$ cat src/rtl/dgrp_pkg.sv
package dgrp_pkg;

  typedef enum logic [2:0] {
    U_FIX   = 3'd0,
    U_LDST  = 3'd1,
    U_FLT   = 3'd2,
    U_VEC   = 3'd3,
    U_VPERM = 3'd4,
    U_CR    = 3'd5,
    U_BR    = 3'd6,
    U_RSV   = 3'd7
  } unit_e;

  typedef enum logic [1:0] {
    V_NONE  = 2'd0,
    V_STALL = 2'd1,
    V_NOOP  = 2'd2
  } verdict_e;

  typedef struct packed {
    unit_e unit;
    logic  first;
    logic  single;
    logic  cracked;
    logic  ctr_wr;
    logic  ctr_br;
    logic  pseudo;
    logic  mem_conflict;
  } cand_t;

endpackage

$ cat src/rtl/dgrp_verdict.sv
module dgrp_verdict
  import dgrp_pkg::*;
#(
  parameter int SLOTS    = 5,
  parameter int CR_SLOTS = 2,
  localparam int CW      = $clog2(SLOTS + 1)
) (
  input  logic          clk,
  input  logic          rst_n,
  input  cand_t         cand,
  input  logic [CW-1:0] fill,
  input  logic          ctr_seen,
  output verdict_e      verdict
);

  localparam logic [CW-1:0] NB_LIMIT    = CW'(SLOTS - 1);
  localparam logic [CW-1:0] CRACK_LIMIT = CW'(SLOTS - 3);
  localparam logic [CW-1:0] CR_LIMIT    = CW'(CR_SLOTS);

  logic non_branch;
  logic stall_open, stall_crack, stall_unit, stall_cr;
  logic stall_any, noop_any;

  always_comb begin
    non_branch  = (cand.unit != U_BR) && (cand.unit != U_CR);
    stall_open  = (fill != '0) && (cand.first || cand.single);
    stall_crack = cand.cracked && (fill > CRACK_LIMIT);
    stall_unit  = non_branch && (fill == NB_LIMIT);
    stall_cr    = (cand.unit == U_CR) && (fill >= CR_LIMIT);
    stall_any   = stall_open || stall_crack || stall_unit || stall_cr;
    noop_any    = (ctr_seen && cand.ctr_br) || cand.mem_conflict;
  end

  always_comb begin
    if (cand.pseudo)     verdict = V_NONE;
    else if (stall_any)  verdict = V_STALL;
    else if (noop_any)   verdict = V_NOOP;
    else                 verdict = V_NONE;
  end

  // only one of the two hazard codes is ever reported
  a_r8_single_code: assert property (@(posedge clk) disable iff (!rst_n)
    $countones(verdict) <= 1);

  // pseudo candidates never see a hazard
  a_r10_pseudo_clean: assert property (@(posedge clk) disable iff (!rst_n)
    cand.pseudo |-> verdict == V_NONE);

  // a group-opening candidate in a non-empty group must wait
  a_r2_first_late: assert property (@(posedge clk) disable iff (!rst_n)
    (!cand.pseudo && fill != '0 && (cand.first || cand.single)) |-> verdict == V_STALL);

endmodule

$ cat src/rtl/dgrp_occupancy.sv
module dgrp_occupancy #(
  parameter int SLOTS = 5,
  localparam int CW   = $clog2(SLOTS + 1)
) (
  input  logic          clk,
  input  logic          rst_n,
  input  logic          issue_go,
  input  logic          close_req,
  input  logic          two_ops,
  input  logic          sets_ctr,
  input  logic          adv_go,
  output logic [CW-1:0] fill,
  output logic          ctr_seen
);

  localparam logic [CW:0] LAST = (CW+1)'(SLOTS - 1);
  localparam logic [CW:0] FULL = (CW+1)'(SLOTS);

  logic [CW:0] base;
  logic [CW:0] next_fill;
  logic        group_end;

  always_comb begin
    base      = close_req ? LAST : {1'b0, fill};
    next_fill = '0;
    group_end = 1'b0;
    if (issue_go) begin
      next_fill = base + 1'b1 + {{CW{1'b0}}, two_ops};
      group_end = next_fill >= FULL;
    end else if (adv_go) begin
      next_fill = {1'b0, fill} + 1'b1;
      group_end = next_fill >= FULL;
    end
  end

  always_ff @(posedge clk or negedge rst_n) begin
    if (!rst_n) begin
      fill     <= '0;
      ctr_seen <= 1'b0;
    end else if (issue_go || adv_go) begin
      if (group_end) begin
        fill     <= '0;
        ctr_seen <= 1'b0;
      end else begin
        fill     <= next_fill[CW-1:0];
        ctr_seen <= ctr_seen || (issue_go && sets_ctr);
      end
    end
  end

  // the count never rests at or above the group size
  a_r13_fill_bound: assert property (@(posedge clk) disable iff (!rst_n)
    fill < CW'(SLOTS));

  // an advance from the last slot ends the group
  a_r9_wrap: assert property (@(posedge clk) disable iff (!rst_n)
    (adv_go && !issue_go && fill == CW'(SLOTS - 1)) |=> (fill == '0 && !ctr_seen));

  // closing issue empties the group
  a_r6_close: assert property (@(posedge clk) disable iff (!rst_n)
    (issue_go && close_req) |=> (fill == '0 && !ctr_seen));

  // a mid-group advance adds exactly one
  a_r9_step: assert property (@(posedge clk) disable iff (!rst_n)
    (adv_go && !issue_go && fill < CW'(SLOTS - 1)) |=> fill == $past(fill) + 1'b1);

endmodule

$ cat src/rtl/dgrp_slot_guard.sv
module dgrp_slot_guard
  import dgrp_pkg::*;
#(
  parameter int SLOTS    = 5,
  parameter int CR_SLOTS = 2,
  localparam int CW      = $clog2(SLOTS + 1)
) (
  input  logic          clk,
  input  logic          rst_n,
  input  logic [2:0]    cand_unit,
  input  logic          cand_first,
  input  logic          cand_single,
  input  logic          cand_cracked,
  input  logic          cand_ctr_wr,
  input  logic          cand_ctr_br,
  input  logic          cand_pseudo,
  input  logic          cand_mem_conflict,
  input  logic          issue,
  input  logic          advance,
  output logic [1:0]    verdict,
  output logic [CW-1:0] grp_fill,
  output logic          adv_err
);

  cand_t    cand;
  verdict_e v;
  logic     ctr_seen;
  logic     issue_go, adv_go, close_req;

  always_comb begin
    cand.unit         = unit_e'(cand_unit);
    cand.first        = cand_first;
    cand.single       = cand_single;
    cand.cracked      = cand_cracked;
    cand.ctr_wr       = cand_ctr_wr;
    cand.ctr_br       = cand_ctr_br;
    cand.pseudo       = cand_pseudo;
    cand.mem_conflict = cand_mem_conflict;
  end

  dgrp_verdict #(.SLOTS(SLOTS), .CR_SLOTS(CR_SLOTS)) u_verdict (
    .clk      (clk),
    .rst_n    (rst_n),
    .cand     (cand),
    .fill     (grp_fill),
    .ctr_seen (ctr_seen),
    .verdict  (v)
  );

  always_comb begin
    issue_go  = issue && !cand_pseudo && (v != V_STALL);
    adv_go    = advance && !issue;
    close_req = (cand.unit == U_BR) || cand_single;
    adv_err   = advance && issue;
    verdict   = v;
  end

  dgrp_occupancy #(.SLOTS(SLOTS)) u_occ (
    .clk       (clk),
    .rst_n     (rst_n),
    .issue_go  (issue_go),
    .close_req (close_req),
    .two_ops   (cand_cracked),
    .sets_ctr  (cand_ctr_wr),
    .adv_go    (adv_go),
    .fill      (grp_fill),
    .ctr_seen  (ctr_seen)
  );

  // a stalled issue leaves the group untouched
  a_r11_stall_hold: assert property (@(posedge clk) disable iff (!rst_n)
    (issue && verdict == 2'd1) |=> $stable(grp_fill));

  // issuing a pseudo candidate leaves the group untouched
  a_r10_pseudo_hold: assert property (@(posedge clk) disable iff (!rst_n)
    (issue && cand_pseudo) |=> $stable(grp_fill));

  // a coincident advance does not move an otherwise idle group
  a_r12_adv_dropped: assert property (@(posedge clk) disable iff (!rst_n)
    (advance && issue && cand_pseudo) |=> $stable(grp_fill));

endmodule

$ cat config.mk
export PLATFORM = sky130hd
export DESIGN_NAME = dgrp_slot_guard
export DESIGN_NICKNAME = d
export VERILOG_FILES = /design/src/rtl/dgrp_pkg.sv /design/src/rtl/dgrp_verdict.sv /design/src/rtl/dgrp_occupancy.sv /design/src/rtl/dgrp_slot_guard.sv
export SDC_FILE = /design/constraint.sdc
export NUM_CORES = 1
export LEC_CHECK = 0
export CORE_AREA = 3 3 40 42
export DETAILED_ROUTE_END_ITERATION = 6
export DIE_AREA = 0 0 43 45
export PLACE_DENSITY = 0.71
export SYNTH_ARGS = -nofsm -noshare
export SYNTH_HDL_FRONTEND = slang
export SYNTH_SLANG_ARGS = --single-unit
$ cat constraint.sdc
create_clock -name clk -period 2.6 [get_ports clk]
set_clock_uncertainty 0.2 [all_clocks]
set_input_delay 0.39 -clock clk [delete_from_list [all_inputs] [get_ports clk]]
set_output_delay 0.39 -clock clk [all_outputs]
set_load 0.05 [all_outputs]
# [Word-level counts from Yosys, hierarchy flattened]
# Index checks and enable logic that the tools add are counted.
# W data, S select, Z words.
[totals] latchBits=0 rom_bits=0 mem_count=0 out_inout_bits=6 inputBits=14 elab_cells=47 ramBits=0 ff_bits=4
[op_classes] n_reduce_logical=22 mux=10 div=0 n_addsub=3 multipliers=0 n_eq_ne=6 magnitude_cmp=4 shift=0 n_bitwise=0
[ops] op="$mux W3" count=4
[ops] op="$logic_and A1 B1 Y1" count=11
[ops] op="$eq A3 B3 Y1 const B" count=3
[ops] op="$ge A4 B3 Y1 const B" count=2
[ops] op="$logic_or A1 B1 Y1" count=8
[ops] op="$mux W2" count=3
[ops] op="$ne A3 B3 Y1 const B" count=2
[ops] op="$add A3 B1 Y4 const B" count=1
[ops] op="$add A4 B1 Y4" count=1
[ops] op="$add A4 B1 Y4 const B" count=1
[ops] op="$ge A3 B2 Y1 const B" count=1
[ops] op="$gt A3 B2 Y1 const B" count=1
[ops] op="$mux W1" count=3
[ops] op="$reduce_bool A3 Y1" count=1
[ops] op="$logic_not A1 Y1" count=2
[ops] op="$ne A2 B1 Y1 const B" count=1

# [Logic depth before layout (Yosys ltp)]
# Gate-level depths: netlist of run 1.
[depth] depth_word=12 depth_mapped=12

# [Cells and area by module]
# Synthesis of run 1 repeated with hierarchy kept, for this count alone.
[hier_totals] hier_cells=60 hier_area_um2=514.2
[modules_own_cells] mod="dgrp_occupancy" seq_area_each_um2=100.1 cells_per_inst=42 area_per_inst_um2=374.1 instances=1
[modules_own_cells] mod="dgrp_verdict" seq_area_each_um2=0.0 cells_per_inst=12 area_per_inst_um2=90.1 instances=1
[modules_own_cells] mod="dgrp_slot_guard" seq_area_each_um2=0.0 cells_per_inst=6 area_per_inst_um2=50.0 instances=1

# [Worst setup path before layout of run 1]
# OpenSTA, ideal clock, no wires.
[synth_timing] path_type="register to output" startpoint="register u_occ.fill[1]" endpoint="output verdict[1]" stages_incl_launch_ff=7 t_arrival_ps=2593 setup_slack_ps=-583 cell_sequence="dfrtp_1 inv_1 ha_1 nor3_1 a311o_1 nand3_1 nor3_1"
[synth_between] elab_chain_cells=7 word_cells_on_any_way=13
[synth_lines] item="start, declared" line_no="dgrp_occupancy.sv:12" rtl="output logic [CW-1:0] fill,"
[synth_lines] item="start signal, assigned" line_no="dgrp_occupancy.sv:45" rtl="fill <= next_fill[CW-1:0];"
[synth_lines] item="$gt A3 B2 Y1 / $reduce_bool A3 Y1 (equally long branches)" line_no="dgrp_verdict.sv:27, dgrp_verdict.sv:26"
[synth_lines] item="$logic_and A1 B1 Y1, on equally long branches" line_no="dgrp_verdict.sv:27, dgrp_verdict.sv:26"
[synth_lines] item="$logic_or A1 B1 Y1 (2 in series)" line_no="dgrp_verdict.sv:30" rtl="stall_any = stall_open || stall_crack || stall_unit || stall_cr;"
[synth_lines] item="$logic_or A1 B1 Y1 (*)" line_no="dgrp_verdict.sv:30"
[synth_lines] item="$mux W2 (*)" line_no="dgrp_verdict.sv:36" rtl="else if (stall_any) verdict = V_STALL;"
[synth_lines] item="$mux W2 (*)" line_no="dgrp_verdict.sv:35" rtl="if (cand.pseudo) verdict = V_NONE;"
[synth_lines] item="end, declared" line_no="dgrp_slot_guard.sv:20" rtl="output logic [1:0] verdict,"
# Every way passes the cells marked *; elsewhere a longest branch is shown, timed or not.

# [Final worst setup path of run 1]
[layout_timing] startpoint="input cand_single" endpoint="output verdict[1]"
[layout_between] elab_chain_cells=7
[layout_lines] item="start, declared" line_no="dgrp_slot_guard.sv:12" rtl="input logic cand_single,"
[layout_lines] item="$logic_or A1 B1 Y1" line_no="dgrp_verdict.sv:26" rtl="stall_open = (fill != '0) && (cand.first || cand.single);"
[layout_lines] item="$logic_and A1 B1 Y1" line_no="dgrp_verdict.sv:26"
[layout_lines] item="$logic_or A1 B1 Y1 (3 in series)" line_no="dgrp_verdict.sv:30"
[layout_lines] item="$mux W2" line_no="dgrp_verdict.sv:36"
[layout_lines] item="$mux W2" line_no="dgrp_verdict.sv:35"
# Every way passes these cells.

==> implementation parameters, run 1 <==
Parameter                              Value

CTS
  Cts bufs inserted    3
  Clk buf depth    2
  Clock Tree Root    sky130_fd_sc_hd__clkbuf_4
  Clock Sinks    4
  Hold bufs inserted after CTS    0
  CTS tree    built
  Count of H-tree levels built during CTS    1
  Clock-pin slew reported for the worst setup and hold paths after clock tree synthesis    0.04 ns
  Clock insertion delay at the later pin of the skew report    0.24 ns

Drt
  Met3 wire length    roughly 120 um
  Total detailed-routing wirelength    about 1600 um
  Ratio of routed vias to standard cells    approximately 5.6
  Detailed-route DRC error count    0
  Vias    between 600 and 700
  Initial detailed-routing violation count    29
  Max Used Layer    met3
  Pre-Repair DR Iteration Count    4
  Routed length on met1    678 um
  Sum of met2 wire segment lengths after detailed routing    a little over 800 um
  Average routed wire per standard cell    between 10 and 15 um
  Residual antenna-violating net count after detailed routing    0

Critical path
  Element type at the critical path end    output port
  CP max stage delay    0.44 ns
  Number of buffer and inverter instances along the worst setup path    3
  Capturing point of the worst reg2reg path    u_occ.ctr_seen
  Register-to-register setup slack    between 0.3 and 0.4 ns
  Signal arrival time at the worst endpoint    about 1.9 ns
  Launching instance or port of the critical path    cand_single
  Startpoint Class    primary input
  CP required    2.01 ns
  CP max stage cell    sky130_fd_sc_hd__clkdlybuf4s50_1
  Number of logic stages on the critical path including buffering    7
  Largest delay contributor family on the critical path    buffers and inverters
  CP Class    in2out
  Length in cells of the worst reg-to-reg path    8
  Maximum fanout along the worst path    7
  Cells along the critical path    clkdlybuf4s50_1, buf_4, nor3_1, a311o_1, nand3_1, nor3_4, buf_12
  Reg-to-reg critical path startpoint    u_occ.fill[1]
  End point of the critical path    verdict[1]

Logic synthesis
  Cell area after technology mapping    about 530 um2
  Main flop type after synthesis    sky130_fd_sc_hd__dfrtp_1
  Synthesized instance count    around 70
  Xor/xnor share of the synthesized area    0.0165
  Syn nets    89
  Warnings, synthesis    0
  Async set or reset register ratio after synthesis    1.00
  Compound-cell area share of the yosys netlist    0.252
  Main combinational cell family by area after synthesis    simple AND/OR/NAND/NOR gates
  Synth unique cells    31
  Simple-gate area share of the yosys netlist    0.320
  Register bit count reported by yosys    4
  Post-synthesis mux area share    0
  Post-synthesis area per instance    about 7.7 um2
  Number of enable-type register cells in the synthesized netlist    0
  Sequential share of the synthesized area    0.188
  Post-synthesis adder-cell area fraction    0.141

Final layout
  Area grow syn2layout    73.2%
  Util after Layout    0.717
  Inserted Diodes    0
  Post-layout nets    about 120
  Total non-filler cell area in the finished layout    921 um2
  Fraction of final layout cells sized beyond drive strength 1    0.304
  Most common cell after layout, fill and taps aside    sky130_fd_sc_hd__buf_4
  Highest-count cells in the layout ignoring fill and taps    14 x sky130_fd_sc_hd__buf_4, 13 x sky130_fd_sc_hd__clkdlybuf4s50_1, 6 x sky130_fd_sc_hd__nand2_1, 5 x sky130_fd_sc_hd__inv_1

Placement
  Placed instance area    between 800 and 900 um2
  Number of buffers inserted by port buffering    19
  Global placement routability congestion    0.791
  Total half-perimeter wirelength after legalization and detailed placement    1160 um

Power
  Total power    ~810 uW
  P_leak    0.402 nW
  VDD IR max    slightly above 0.5 mV
  Power density normalized to cell area    just under 900 nW/um2

Global routing
  Overall fraction of global-route tracks in use    0.180
  Maximum number of pins on one net before global-route repair    12
  Number of antenna violations at the first check in global routing    0
  First-pass GRT wire length    around 2700 um
  Number of global-route vias before repair    between 600 and 700
  Total congestion overflow after global routing    0

Floorplanning
  Die boundary width    about 43 um
  Die Footprint    approximately 1900 um2
  Starting density of the core    0.414
  Placeable Area    roughly 1300 um2
  Top-level I/O count    20
  DIE HEIGHT    45 um
  Row Count    13

Hold path
  Hold crit path type    in2async

STA
  Post-route minimum period    2.53 ns
  Hold slack    roughly 0.14 ns
  Accumulated negative setup slack    0 ns
  Achievable frequency    around 400 MHz
  Total count of hold-check failures in the final report    0
  Slew of the pin with the lowest slew margin    about 0.49 ns
  Portion of the clock cycle consumed by the worst path in the final layout    0.973
  Final Max Slew Viols    0
  Number of failing setup endpoints in the final timing report    0
  Worst slew margin    0.671

Status
  Result of the run    finished clean

Job
  Max-cap violation count    0
[cell usage after synthesis (all sizes together), types with 3 or more instances]
| master | instances | share of area |
|---|---|---|
| a21oi | 4 | 0.038 |
| a31oi | 4 | 0.047 |
| buf | 3 | 0.040 |
| dfrtp | 4 | 0.19 |
| ha | 6 | 0.14 |
| inv | 6 | 0.042 |
| nand2 | 6 | 0.042 |
| nand2b | 3 | 0.035 |
| nor2 | 3 | 0.021 |
| nor2b | 5 | 0.059 |
| nor3 | 6 | 0.056 |
[through the flow]
step	instances	setup slack (ns)
after floorplan	69	0.0961
after global placement	108	-0.310
after detailed placement	108	-0.373
after CTS	117	-0.00608
after global routing	117	-0.000542
final	117	0.0712
[power by group]
group	total (mW)	internal, mW	switching [mW]
logic	0.574	0.259	0.315
clock network	0.0888	0.0579	0.0308
registers	0.148	0.0923	0.0555
total	0.810	0.409	0.401
[cell type report]
| type | instances | area [um2] |
|---|---|---|
| clock buffers | 4 | 26.3 |
| fillers | 95 | 364 |
| inverters | 6 | 22.5 |
| multi-input cells | 56 | 445 |
| flip-flops and latches | 4 | 103 |
| well taps | 15 | 18.8 |
| repair buffers | 32 | 305 |
[how the worst min path moves through the flow]
stage	slack [ns]	end	startpoint
finish	0.14	u_occ.fill[1]	rst_n
CTS	0.15	u_occ.fill[0]	rst_n
global placement	0.40	u_occ.fill[2]	rst_n
floorplan	-0.11	u_occ.ctr_seen	rst_n
global route	0.16	u_occ.fill[0]	rst_n
detailed placement	0.41	u_occ.fill[2]	rst_n
[repair_timing]
| item | 4_1_cts | 5_1_grt |
|---|---|---|
| setup buffers | 5 | 0 |
| pin swaps | 4 | 3 |
| resized for setup | 2 | 9 |
| setup endpoints to repair | 3 | 4 |
[flip-flops by register name, summed over array words and instances, names as in the netlist]
register        count
u_occ.fill          3
u_occ.ctr_seen      1
[metal layers]
metal  vias to the layer above  track usage
met4                         0       0.0241
li1                        323            -
met2                        26        0.326
met5                         -            0
met3                         0       0.0558
met1                       304        0.216
[cell families after synthesis]
logic type | Yosys count
buf+inv | 9
compound gates | 18
xor+xnor | 1
simple gates | 31
fa+ha+maj | 6
flops | 4
No activity file was read; power rests on OpenSTA's default activity.
==> run 2: changes to the inputs <==
- GPL_TIMING_DRIVEN: unset -> 0
==> implementation parameters, run 2 (same netlist as run 1, synthesis figures left out) <==
Parameter                              Value

Status
  Result of the run    finished clean

Critical path
  CP Class    in2reg
  Startpoint Class    primary input
  CP max stage delay    about 0.32 ns
  Launching instance or port of the critical path    cand_unit[1]
  Length in cells of the worst reg-to-reg path    6
  CP required    approximately 2.5 ns
  CP max stage cell    sky130_fd_sc_hd__a211o_1
  Number of buffer and inverter instances along the worst setup path    3
  Largest delay contributor family on the critical path    compound AO/OA/AOI/OAI gates
  Register-to-register setup slack    roughly 0.36 ns
  Cells along the critical path    dlygate4sd2_1, and3b_1, buf_6, nor2_2, nand2_1, ha_1, inv_2, ha_4, o221a_1, a211o_1, a221oi_2
  Reg-to-reg critical path startpoint    u_occ.fill[1]
  Capturing point of the worst reg2reg path    u_occ.ctr_seen
  Element type at the critical path end    register
  Maximum fanout along the worst path    6
  Signal arrival time at the worst endpoint    2.44 ns

Drt
  Max Used Layer    met4
  Total detailed-routing wirelength    1380 um
  Ratio of routed vias to standard cells    ~5.5
  Average routed wire per standard cell    approximately 13 um
  Pre-Repair DR Iteration Count    4
  Residual antenna-violating net count after detailed routing    0
  Routed length on met1    roughly 690 um
  Detailed-route DRC error count    0
  Initial detailed-routing violation count    10
  Sum of met2 wire segment lengths after detailed routing    between 600 and 700 um
  Met3 wire length    roughly 62 um
  Vias    600

Final layout
  Reg with most FFs    u_occ.fill
  Number of inserted filler cells in the final layout    about 130
  Post-layout nets    116
  Most common cell after layout, fill and taps aside    sky130_fd_sc_hd__clkdlybuf4s50_1
  Highest-count cells in the layout ignoring fill and taps    13 x sky130_fd_sc_hd__clkdlybuf4s50_1, 6 x sky130_fd_sc_hd__nand2_1, 5 x sky130_fd_sc_hd__inv_1, 5 x sky130_fd_sc_hd__ha_1
  Util after Layout    0.651
  Total non-filler cell area in the finished layout    837 um2
  Fraction of final layout cells sized beyond drive strength 1    0.255
  Largest register FFs    3
  Top flop regs    u_occ.fill x3, u_occ.ctr_seen x1
  Inserted Diodes    0
  Area grow syn2layout    57.4%

Global routing
  First-pass GRT wire length    2210 um
  Maximum number of pins on one net before global-route repair    11
  Total congestion overflow after global routing    0
  Number of global-route vias before repair    slightly below 500
  Number of antenna violations at the first check in global routing    0
  Overall fraction of global-route tracks in use    0.149

Placement
  Number of buffers inserted by port buffering    18
  Total half-perimeter wirelength after legalization and detailed placement    1030 um
  Placed instance area    ~750 um2
  Global placement routability congestion    a little under 0.8

STA
  Achievable frequency    approximately 400 MHz
  Portion of the clock cycle consumed by the worst path in the final layout    0.963
  Worst slew margin    0.666
  Post-route minimum period    between 2 and 3 ns
  Number of failing setup endpoints in the final timing report    0
  Final Max Slew Viols    0
  Total count of hold-check failures in the final report    0
  Accumulated negative setup slack    0 ns
  Slew of the pin with the lowest slew margin    around 0.5 ns

Floorplanning
  Top-level I/O count    20
  Starting density of the core    0.414
  Die Footprint    1940 um2
  Die boundary width    roughly 43 um
  Row Count    13
  DIE HEIGHT    approximately 45 um
  Placeable Area    about 1300 um2

CTS
  Clock insertion delay at the later pin of the skew report    roughly 0.23 ns
  CTS tree    built
  Hold bufs inserted after CTS    0
  Clk buf depth    2
  Clock Tree Root    sky130_fd_sc_hd__clkbuf_4
  Count of H-tree levels built during CTS    1
  Clock-pin slew reported for the worst setup and hold paths after clock tree synthesis    around 0.040 ns
  Cts bufs inserted    3
  Clock Sinks    4

Power
  VDD IR max    between 0.4 and 0.5 mV
  P_leak    0.361 nW
  Total power    774 uW
  Power density normalized to cell area    ~900 nW/um2

Hold path
  Hold crit path type    in2async

Job
  Max-cap violation count    0
-- run 2: cell count changes in the layout (fill, tap and decap cells not counted), sizes merged --
cell / previous run / this run
buf: 16 / 8
dlygate4sd2: 2 / 3
dlymetal6s2s: 1 / 0
-- run 2: metal layers --
layer | vias to the layer above | track usage
met2 | 15 | 0.231
met1 | 274 | 0.201
met5 | - | 0
met4 | 0 | 0.0181
li1 | 309 | -
met3 | 2 | 0.0637
-- run 2: layout make-up --
type                    instances  area, um2  share of cell area
flip-flops and latches          4        103               0.123
inverters                       6       22.5              0.0269
multi-input cells              56        444               0.531
clock buffers                   3       22.5              0.0269
plain buffers                   3       21.3              0.0254
well taps                      15       18.8              0.0224
repair buffers                 22        205               0.245
-- run 2: per-stage QoR --
step                      hold slack (ns)  setup WS (ns)  instances
final                               0.157         0.0959        109
after global routing                0.164       -0.00615        109
after CTS                           0.153        0.00321        106
after detailed placement            0.401         -0.563        102
after global placement              0.405         -0.543        102
after floorplan                    -0.106         0.0961         69
-- run 2: worst reg2reg max path, cell delays in order, from the launching register on --
cell and delay [ns]:
sky130_fd_sc_hd__dfrtp_2 0.40, sky130_fd_sc_hd__inv_1 0.11, sky130_fd_sc_hd__nor3_1 0.33, sky130_fd_sc_hd__ha_4 0.28, sky130_fd_sc_hd__o221a_1 0.25, sky130_fd_sc_hd__a211o_1 0.32, sky130_fd_sc_hd__a221oi_2 0.25
-- run 2: repair_timing --
action | in CTS | in global routing
setup buffers | 1 | 3
setup endpoints to repair | 5 | 3
pin swaps | 3 | 1
resized for setup | 16 | 10
-- run 2: how the worst max path moves through the flow --
| stage | endpoint | slack, ns | cells after the start |
|---|---|---|---|
| finish | u_occ.ctr_seen | 0.1 | 11 |
| detailed placement | u_occ.ctr_seen | -0.56 | 12 |
| floorplan | verdict[0] | 0.1 | 4 |
| global route | u_occ.ctr_seen | -0.006 | 11 |
| global placement | u_occ.ctr_seen | -0.54 | 12 |
| CTS | verdict[0] | 0.003 | 6 |
-- run 2: where the power goes --
group	internal, mW	total [mW]	switching (mW)
clock network	0.0515	0.0760	0.0245
logic	0.242	0.573	0.330
registers	0.0925	0.125	0.0324
